===== src/rtl/pixel_alu_pkg.sv =====
package pixel_alu_pkg;

    localparam int PIX_W = 8;
    localparam int UC_W  = 10;
    localparam int FN_W  = 4;
    localparam int AMT_W = 2;

    typedef enum logic [2:0] {
        K_LOGIC,
        K_ADD,
        K_SUB_AB,
        K_SUB_BA,
        K_PASS
    } alu_kind_e;

    typedef struct packed {
        alu_kind_e        kind;
        logic [FN_W-1:0]  fn;
        logic             left;
        logic [AMT_W-1:0] amt;
    } alu_cmd_t;

    // Truth tables that the logic field accepts.
    function automatic logic fn_known(input logic [FN_W-1:0] f);
        case (f)
            4'b0000, 4'b1111, 4'b0011, 4'b0101,
            4'b1100, 4'b1010, 4'b0001, 4'b0111,
            4'b0110, 4'b1001, 4'b1110, 4'b1000: return 1'b1;
            default:                            return 1'b0;
        endcase
    endfunction

    function automatic alu_cmd_t decode_cmd(input logic [UC_W-1:0] uc);
        alu_cmd_t c;
        c.fn   = uc[6:3];
        c.kind = K_PASS;
        c.left = 1'b0;
        c.amt  = '0;
        if (uc[2:0] == 3'b000 && fn_known(uc[6:3]))
            c.kind = K_LOGIC;
        else if (uc[6:0] == 7'b0110001)
            c.kind = K_ADD;
        else if (uc[6:0] == 7'b1001010)
            c.kind = K_SUB_AB;
        else if (uc[6:0] == 7'b1001100)
            c.kind = K_SUB_BA;
        case (uc[9:7])
            3'b000: c.amt = '0;
            3'b001, 3'b010, 3'b011: c.amt = uc[8:7];
            3'b100, 3'b101, 3'b110: begin
                c.left = 1'b1;
                c.amt  = uc[8:7] + 2'd1;
            end
            default: c.kind = K_PASS;
        endcase
        if (c.kind == K_PASS) begin
            c.left = 1'b0;
            c.amt  = '0;
        end
        return c;
    endfunction

endpackage


===== src/rtl/ppa_delay_line.sv =====
module ppa_delay_line #(
    parameter int W      = 8,
    parameter int STAGES = 3,
    parameter int SEL_W  = $clog2(STAGES + 1)
) (
    input  logic             clk,
    input  logic             rst,
    input  logic [W-1:0]     in_data,
    input  logic             in_vld,
    input  logic [SEL_W-1:0] sel,
    output logic [W-1:0]     out_data,
    output logic             out_vld
);

    logic [W-1:0] st_d [STAGES];
    logic         st_v [STAGES];

    for (genvar g = 0; g < STAGES; g++) begin : g_stage
        if (g == 0) begin : g_first
            always_ff @(posedge clk) begin
                if (rst) begin
                    st_d[g] <= '0;
                    st_v[g] <= 1'b0;
                end else begin
                    st_d[g] <= in_data;
                    st_v[g] <= in_vld;
                end
            end
        end else begin : g_next
            always_ff @(posedge clk) begin
                if (rst) begin
                    st_d[g] <= '0;
                    st_v[g] <= 1'b0;
                end else begin
                    st_d[g] <= st_d[g-1];
                    st_v[g] <= st_v[g-1];
                end
            end
        end
    end

    always_comb begin
        out_data = in_data;
        out_vld  = in_vld;
        for (int i = 0; i < STAGES; i++) begin
            if (sel == SEL_W'(i + 1)) begin
                out_data = st_d[i];
                out_vld  = st_v[i];
            end
        end
    end

endmodule


===== src/rtl/ppa_logic_unit.sv =====
module ppa_logic_unit
    import pixel_alu_pkg::*;
#(
    parameter int W = PIX_W
) (
    input  alu_cmd_t     cmd,
    input  logic [W-1:0] a,
    input  logic [W-1:0] b,
    output logic [W-1:0] y
);

    logic [W-1:0] tt_y;

    for (genvar g = 0; g < W; g++) begin : g_bit
        assign tt_y[g] = cmd.fn[{~a[g], ~b[g]}];
    end

    always_comb begin
        case (cmd.kind)
            K_LOGIC:  y = tt_y;
            K_ADD:    y = a + b;
            K_SUB_AB: y = a - b;
            K_SUB_BA: y = b - a;
            default:  y = a;
        endcase
    end

endmodule


===== src/rtl/ppa_shifter.sv =====
module ppa_shifter #(
    parameter int W     = 8,
    parameter int AMT_W = 2
) (
    input  logic [W-1:0]     in_v,
    input  logic             left,
    input  logic [AMT_W-1:0] amt,
    output logic [W-1:0]     out_v
);

    always_comb begin
        if (left)
            out_v = in_v << amt;
        else
            out_v = in_v >> amt;
    end

endmodule


===== src/rtl/pixel_point_alu.sv =====
module pixel_point_alu
    import pixel_alu_pkg::*;
#(
    parameter  int PIX_W  = pixel_alu_pkg::PIX_W,
    parameter  int STAGES = 3,
    localparam int SEL_W  = $clog2(STAGES + 1)
) (
    input  logic             clk,
    input  logic             rst,
    input  logic [PIX_W-1:0] pix_in,
    input  logic             pix_vld,
    input  logic [SEL_W-1:0] dly_sel,
    input  logic [UC_W-1:0]  ucode,
    input  logic [PIX_W-1:0] cfg_data,
    input  logic             b_load,
    output logic [PIX_W-1:0] pix_out,
    output logic             out_vld
);

    alu_cmd_t         cmd;
    logic [PIX_W-1:0] b_q;
    logic [PIX_W-1:0] tap_pix;
    logic             tap_vld;
    logic [PIX_W-1:0] alu_y;
    logic [PIX_W-1:0] shf_y;

    assign cmd = decode_cmd(ucode);

    // Operand B register, written only by its own strobe
    always_ff @(posedge clk) begin
        if (rst)
            b_q <= '0;
        else if (b_load)
            b_q <= cfg_data;
    end

    ppa_delay_line #(
        .W      (PIX_W),
        .STAGES (STAGES),
        .SEL_W  (SEL_W)
    ) u_dly (
        .clk      (clk),
        .rst      (rst),
        .in_data  (pix_in),
        .in_vld   (pix_vld),
        .sel      (dly_sel),
        .out_data (tap_pix),
        .out_vld  (tap_vld)
    );

    ppa_logic_unit #(
        .W (PIX_W)
    ) u_alu (
        .cmd (cmd),
        .a   (tap_pix),
        .b   (b_q),
        .y   (alu_y)
    );

    ppa_shifter #(
        .W     (PIX_W),
        .AMT_W (AMT_W)
    ) u_shf (
        .in_v  (alu_y),
        .left  (cmd.left),
        .amt   (cmd.amt),
        .out_v (shf_y)
    );

    always_ff @(posedge clk) begin
        if (rst) begin
            pix_out <= '0;
            out_vld <= 1'b0;
        end else begin
            out_vld <= tap_vld;
            if (tap_vld)
                pix_out <= shf_y;
        end
    end

endmodule


===== config.mk =====
export PLATFORM = sky130hd
export DESIGN_NAME = pixel_point_alu
export DESIGN_NICKNAME = d
export VERILOG_FILES = /design/src/rtl/pixel_alu_pkg.sv /design/src/rtl/ppa_delay_line.sv /design/src/rtl/ppa_logic_unit.sv /design/src/rtl/ppa_shifter.sv /design/src/rtl/pixel_point_alu.sv
export SDC_FILE = /design/constraint.sdc
export NUM_CORES = 1
export LEC_CHECK = 0
export CORE_ASPECT_RATIO = 0.5
export CORE_UTILIZATION = 51
export CTS_CLUSTER_SIZE = 25
export DETAILED_ROUTE_END_ITERATION = 10
export PLACE_DENSITY_LB_ADDON = 0.08
export SYNTH_ARGS = -nofsm -noshare
export SYNTH_HDL_FRONTEND = slang
export SYNTH_SLANG_ARGS = --single-unit

===== constraint.sdc =====
create_clock -name clk -period 4.42 [get_ports clk]
set_input_delay 0.884 -clock clk [delete_from_list [all_inputs] [get_ports clk]]
set_output_delay 0.884 -clock clk [all_outputs]
set_load 0.02 [all_outputs]

======== Yosys cells after proc, flatten, opt, wreduce, memory -nomap -nowiden ========
Memories as Yosys holds them, arrays and structs flattened.
Cells that the tools add are included.
W data, S select, Z words.
word-level totals
  flip-flop bits (word level) ............. 17
  bits in writable memories ............... 27
  bits in read-only memories .............. 16
  input bits .............................. 32
  output and inout bits ................... 9
  logic and storage cells ................. 106
  memories kept ........................... 3
cells by class
  add/sub/neg operators ................... 4
  order comparisons ....................... 8
  equality and inequality tests ........... 16
  shift-type cells ........................ 2
  muxes and demuxes ....................... 41
  bitwise gates (word level) .............. 22
  reductions and logical operators ........ 7
memory list
  memory           depth  width  rd ports  clocked after Yosys merged registers in  wr ports  line                  source
  u_dly.st_d       3      8      3         0                                        3         ppa_delay_line.sv:15  logic [W-1:0] st_d [STAGES];
  (no name shown)  16     1      1         0                                        0         pixel_alu_pkg.sv:25   case (f)
  u_dly.st_v       3      1      3         0                                        3         ppa_delay_line.sv:16  logic st_v [STAGES];
operators with widths
  cell                   number
  $mux W8                7
  $pmux W8 S4            1
  $lt A2 B3 Y1 const B   8
  $mux W1                18
  $mux W3                6
  $bmux W1 S2            8
  $not A1 Y1             16
  $sub A8 B8 Y8          2
  $eq A7 B7 Y1 const B   2
  $eq A3 B2 Y1 const B   4
  $eq A3 B3 Y1 const B   4
  $logic_not A3 Y1       3
  $add A8 B8 Y8          1
  $shl A8 B2 Y8          1
  $shr A8 B2 Y8          1
  $eq A7 B6 Y1 const B   1
  $reduce_or A7 Y1       1
  $eq A3 B1 Y1 const B   2
  $or A1 B1 Y1           6
  $reduce_or A3 Y1       2
  $eq A2 B2 Y1 const B   2
  $pmux W2 S2            1
  $add A2 B1 Y2 const B  1
  $eq A2 B1 Y1 const B   1
  $logic_and A1 B1 Y1    1

======== Depth between registers and ports, before layout ========
  word-level depth ........................ 10
  mapped depth ............................ 19
  mapped depth without buffers ............ 16

======== By module ========
A second synthesis with hierarchy kept.
unflattened totals
  cells, all modules ...................... 375
  area total of the unflattened synthesis .. 3468.3 µm²
modules (own cells, without submodules)
  module           times used  cells each  area each (µm²)  seq. area each (µm²)
  ppa_logic_unit   1           157         1202.4           0.0
  ppa_delay_line   1           67          954.7            540.5
  pixel_point_alu  1           90          883.3            340.3
  ppa_shifter      1           61          427.9            0.0

======== Least setup slack after synthesis ========
Ideal clock, no wire load.
  path type ............................... input-to-reg
  start point ............................. in ucode[8]
  end point ............................... reg pix_out[6]
  setup time .............................. 88 ps
  arrival time ............................ 4487 ps
  data required time ...................... 4332 ps
  setup slack ............................. -155 ps
  stages .................................. 19
  buffers on the path ..................... 3
  cell sequence ........................... inv_1 > ha_1 > or3_1 > buf_2 > or2_1 > buf_6 > and4_4 > buf_6 > mux2_2 > inv_1 > ha_1 > nor2b_1 > o31a_1 > o31a_1 > o22ai_1 > xnor3_1 > o221ai_2 > o211ai_2 > a311oi_2
between the ends
  longest elaborated chain between the ends .. 7
  elaborated cells on any way between the ends .. 24
  those cells by class .................... add/sub (1); eq/ne (10); shift (2); mux (6); reduce/logical (5)
ends and longest elaborated chain
  what                                                   line                                       source
  start: declaration                                     pixel_point_alu.sv:13                      input logic [UC_W-1:0] ucode,
  $eq A3 B3 Y1, or another cell as far along             pixel_alu_pkg.sv:47                        case (uc[9:7])
  $reduce_or A7 Y1 (no line)                             -
  $mux W3                                                pixel_alu_pkg.sv:47
  $eq A3 B2 Y1, or another cell as far along             ppa_logic_unit.sv:19                       case (cmd.kind)
  $pmux W8 S4 / $mux W3 (equally long branches)          ppa_logic_unit.sv:19, pixel_alu_pkg.sv:56
  $shr A8 B2 Y8 / $shl A8 B2 Y8 (equally long branches)  ppa_shifter.sv:15, ppa_shifter.sv:13
  $mux W8 (*)                                            ppa_shifter.sv:12                          if (left)
  end signal: assignment                                 pixel_point_alu.sv:77                      pix_out <= shf_y;
  end: declaration                                       pixel_point_alu.sv:16                      output logic [PIX_W-1:0] pix_out,
Mark *: on every way between the ends. The rest lies on a longest branch, timed or not.
A chain may end at the register's enable or synchronous reset.

======== Worst setup path in the final report ========
  start point ............................. in ucode[7]
  end point ............................... reg pix_out[6]
Same word-level chain as after synthesis.

==> summary.md <==
| Metric | Value |
|---|---|
| Status | finished clean |
| Mapped Area | about 0.0035 mm² |
| Placed cell count | between 500 and 600 |
| WL per Instance | between 15 and 20 µm |
| Post-synthesis cell count | ~380 |
| Worst setup SP type | input pin |
| Finished Layout Cells | 570 |
| Pin count of the biggest net entering global routing | 45 |
| Yosys top cell area share | 0.253 |
| Final setup violation count | 0 |
| Final #Nets | 534 |
| Register Area | about 880 µm² |
| Tightest Hold Check Type | flop to flop |
| DIE AREA | approximately 0.0072 mm² |
| Chip height | a little over 60 µm |
| Pwr per Cell Area | 291 mW/mm² |
| Final Hold Viols | 0 |
| Slew Limit Headroom | 0.426 |
| Grt total ovfl | 0 |
| Count of different cell masters after synthesis | 72 |
| Syn_nets | 430 |
| Peak supply drop | 0.244 mV |
| Clk sinks | 44 |
| Synth Register Bits | 44 |
| Area Growth Syn to Fin | 33.8% |
| # diodes | 0 |
| TritonCTS clock tree | yes |
| Clock skew | about 5.1 ps |
| TritonCTS buffer count | 5 |
| Fin area | about 0.0047 mm² |
| Max_cap viols | 0 |
| Number of fill cells | between 400 and 500 |
| Register area share after synthesis | 0.253 |
| GRT Total Usage | 0.318 |
| Wirelength, routed | roughly 11000 µm |
| Multi-input logic area | 0.00246 mm² |
| Clock H-tree levels | 2 |
| Main synth FF type | dfxtp_1 |
| Worst endpoint data arrival time | 4530 ps |
| Synthesized area per cell | 9.25 µm² |
| Vias in the first global route | between 3000 and 4000 |
| Row count | 20 |
| First-pass GRT wire length | approximately 17000 µm |
| Root Buffer Master | clkbuf_16 |
| Drt pass-1 iters | 5 |
| Fin. max-slew vios | 0 |
| Setup crit end kind | flop |
| 1st-iter DRT viols | between 300 and 400 |
| Core area | 0.00633 mm² |
| Post-layout util | 0.737 |
| Final min period | 4340 ps |
| Leakage | between 1.5 and 2 nW |
| Crit-path slowest cell | or3_4 |
| # port buffers | 40 |
| GP Congestion | roughly 1 |
| Delay-heaviest family, CP | compound AO/OA/AOI/OAI gates |
| Hold_buf cts | 0 |
| Vias per cell | slightly above 6 |
| Critical path buffer and inverter count | 4 |
| Die Wd | 119 µm |
| Worst-Margin Slew | roughly 850 ps |
| DP HPWL | ~8200 µm |
| Synth area leaders | dfxtp_1, ha_1, mux4_2 |
| Ports | 41 |
| Initial antenna violation count | 0 |
| Max incr delay on CP | ~380 ps |
| Kind of critical path | input pin to flop |
| Cell Area, Placed | around 0.0044 mm² |
| Ys Warns | 0 |
| Fmax | between 200 and 250 MHz |
| Post-synth EDFFs | 0 |
| Drt drc | 0 |
| Largest area contributor in the netlist | dfxtp_1 |
| Initial Util | 0.551 |
| Fraction of layout cells with a size suffix above 1 | 0.282 |
| Clk buf depth | 2 |
| Crit Path Max Fanout | 4 |
| Asr flop ratio synth | 0 |
| Clock Pin Slew Worst Setup and Hold Paths | approximately 70 ps |
| Commonest non-fill, non-tap cell in the layout | buf_4 |
| Commonest non-fill, non-tap cells in the layout | buf_4, dfxtp_1, nor2b_1, nor2_1, clkdlybuf4s50_1 |
| Critical Path RT | 4620 ps |
| Vias | 3517 |
| Antenna Nets Post-Route | 0 |
| Worst-Skew Late Latency | ~280 ps |
| CP Cell Sequence | buf_2 > inv_2 > ha_1 > or3_4 > or2_1 > and4_4 > mux2_4 > inv_2 > ha_1 > nor2b_2 > o31a_1 > o31a_1 > buf_4 > o22ai_2 > xnor3_1 > o221ai_4 > o211ai_2 > a311oi_2 |
| Fin crit share | 0.981 |
power breakdown:
part | internal, W | switching (W) | leakage [nW] | total (W)
logic | 0.000251 | 0.000247 | 1.48 | 0.000498
registers | 0.000418 | 0.0000164 | 0.362 | 0.000434
clock network | 0.000269 | 0.000159 | 0.0804 | 0.000428
total | 0.000937 | 0.000422 | 1.92 | 0.00136
flip-flops by register name, indices dropped and copies added (netlist names):
register and count:
u_dly.st_d 24, b_q 8, out_vld 1, pix_out 8, u_dly.st_v 3
cells in the mapped netlist (3+ instances only):
cell	instances
mux4_1	4
dfxtp_1	44
nor3b_1	3
o211ai_1	3
o21ai_0	15
mux2i_1	15
xor2_1	5
nand3_1	3
a31oi_1	5
o22ai_1	7
mux4_2	10
o21bai_1	3
nor4_1	5
ha_1	19
o31a_1	5
buf_6	3
a211oi_1	5
nand2_1	25
nand3b_1	4
o2111ai_1	4
nor2b_1	31
buf_4	3
nor2_1	27
a21oi_1	10
clkbuf_1	5
buf_2	3
or3_1	3
o21a_1	8
nor3_1	14
inv_1	19
xnor2_1	9
path summary, 6_finish.rpt:
| path | from | endpoint | slack [ps] | cells past startpoint |
|---|---|---|---|---|
| worst min register to register | u_dly.st_d[1][7] | u_dly.st_d[2][7] | 470 | 1 |
| worst max register to register | u_dly.st_d[1][1] | pix_out[6] | 760 | 15 |
| worst min-delay path | u_dly.st_d[1][7] | u_dly.st_d[2][7] | 470 | 1 |
| worst max-delay path | ucode[7] | pix_out[6] | 80 | 18 |
metrics by stage:
| stage | setup TNS [ps] | power, W | setup slack, ps | hold WS [ps] |
|---|---|---|---|---|
| 2_1_floorplan | 0 | 0.000725 | 17.9 | 429 |
| 3_3_place_gp | -3560 | 0.000894 | -506 | 437 |
| 3_5_place_dp | -4330 | 0.000909 | -614 | 450 |
| 4_1_cts | 0 | 0.00135 | 3.81 | 467 |
| 5_1_grt | -0.0768 | 0.00142 | -0.0768 | 478 |
| 6_report | 0 | 0.00136 | 83.2 | 466 |
cell type report:
| class | count | share of cell area |
|---|---|---|
| clock buffer | 5 | 0.0268 |
| clock inverter | 3 | 0.00992 |
| inverter | 19 | 0.0153 |
| multi-input combinational | 296 | 0.528 |
| sequential | 44 | 0.189 |
| tap | 88 | 0.0236 |
| timing repair buffer | 115 | 0.207 |
kinds of logic (layout without fill, tap and decap cells):
group	Yosys count	after routing	synth area share
simple gates	136	136	0.215
compound gates	90	90	0.189
flops	44	44	0.253
buf+inv	37	142	0.0599
mux	34	34	0.162
fa+ha+maj	21	21	0.0797
xor+xnor	15	15	0.0416
per-layer routing:
layer | track usage | wire (µm)
met3 | 0.0789 | 1060
met5 | 0 | 0
met2 | 0.524 | 4670
met4 | 0.0796 | 208
met1 | 0.428 | 4990
timing repair:
action | CTS | global route
setup buffers | 6 | 2
pin swaps | 11 | 7
gates cloned | 0 | 0
resized for setup | 33 | 12
endpoints found under the setup margin | 8 | 6
No activity file was read; power rests on OpenSTA's default activity.
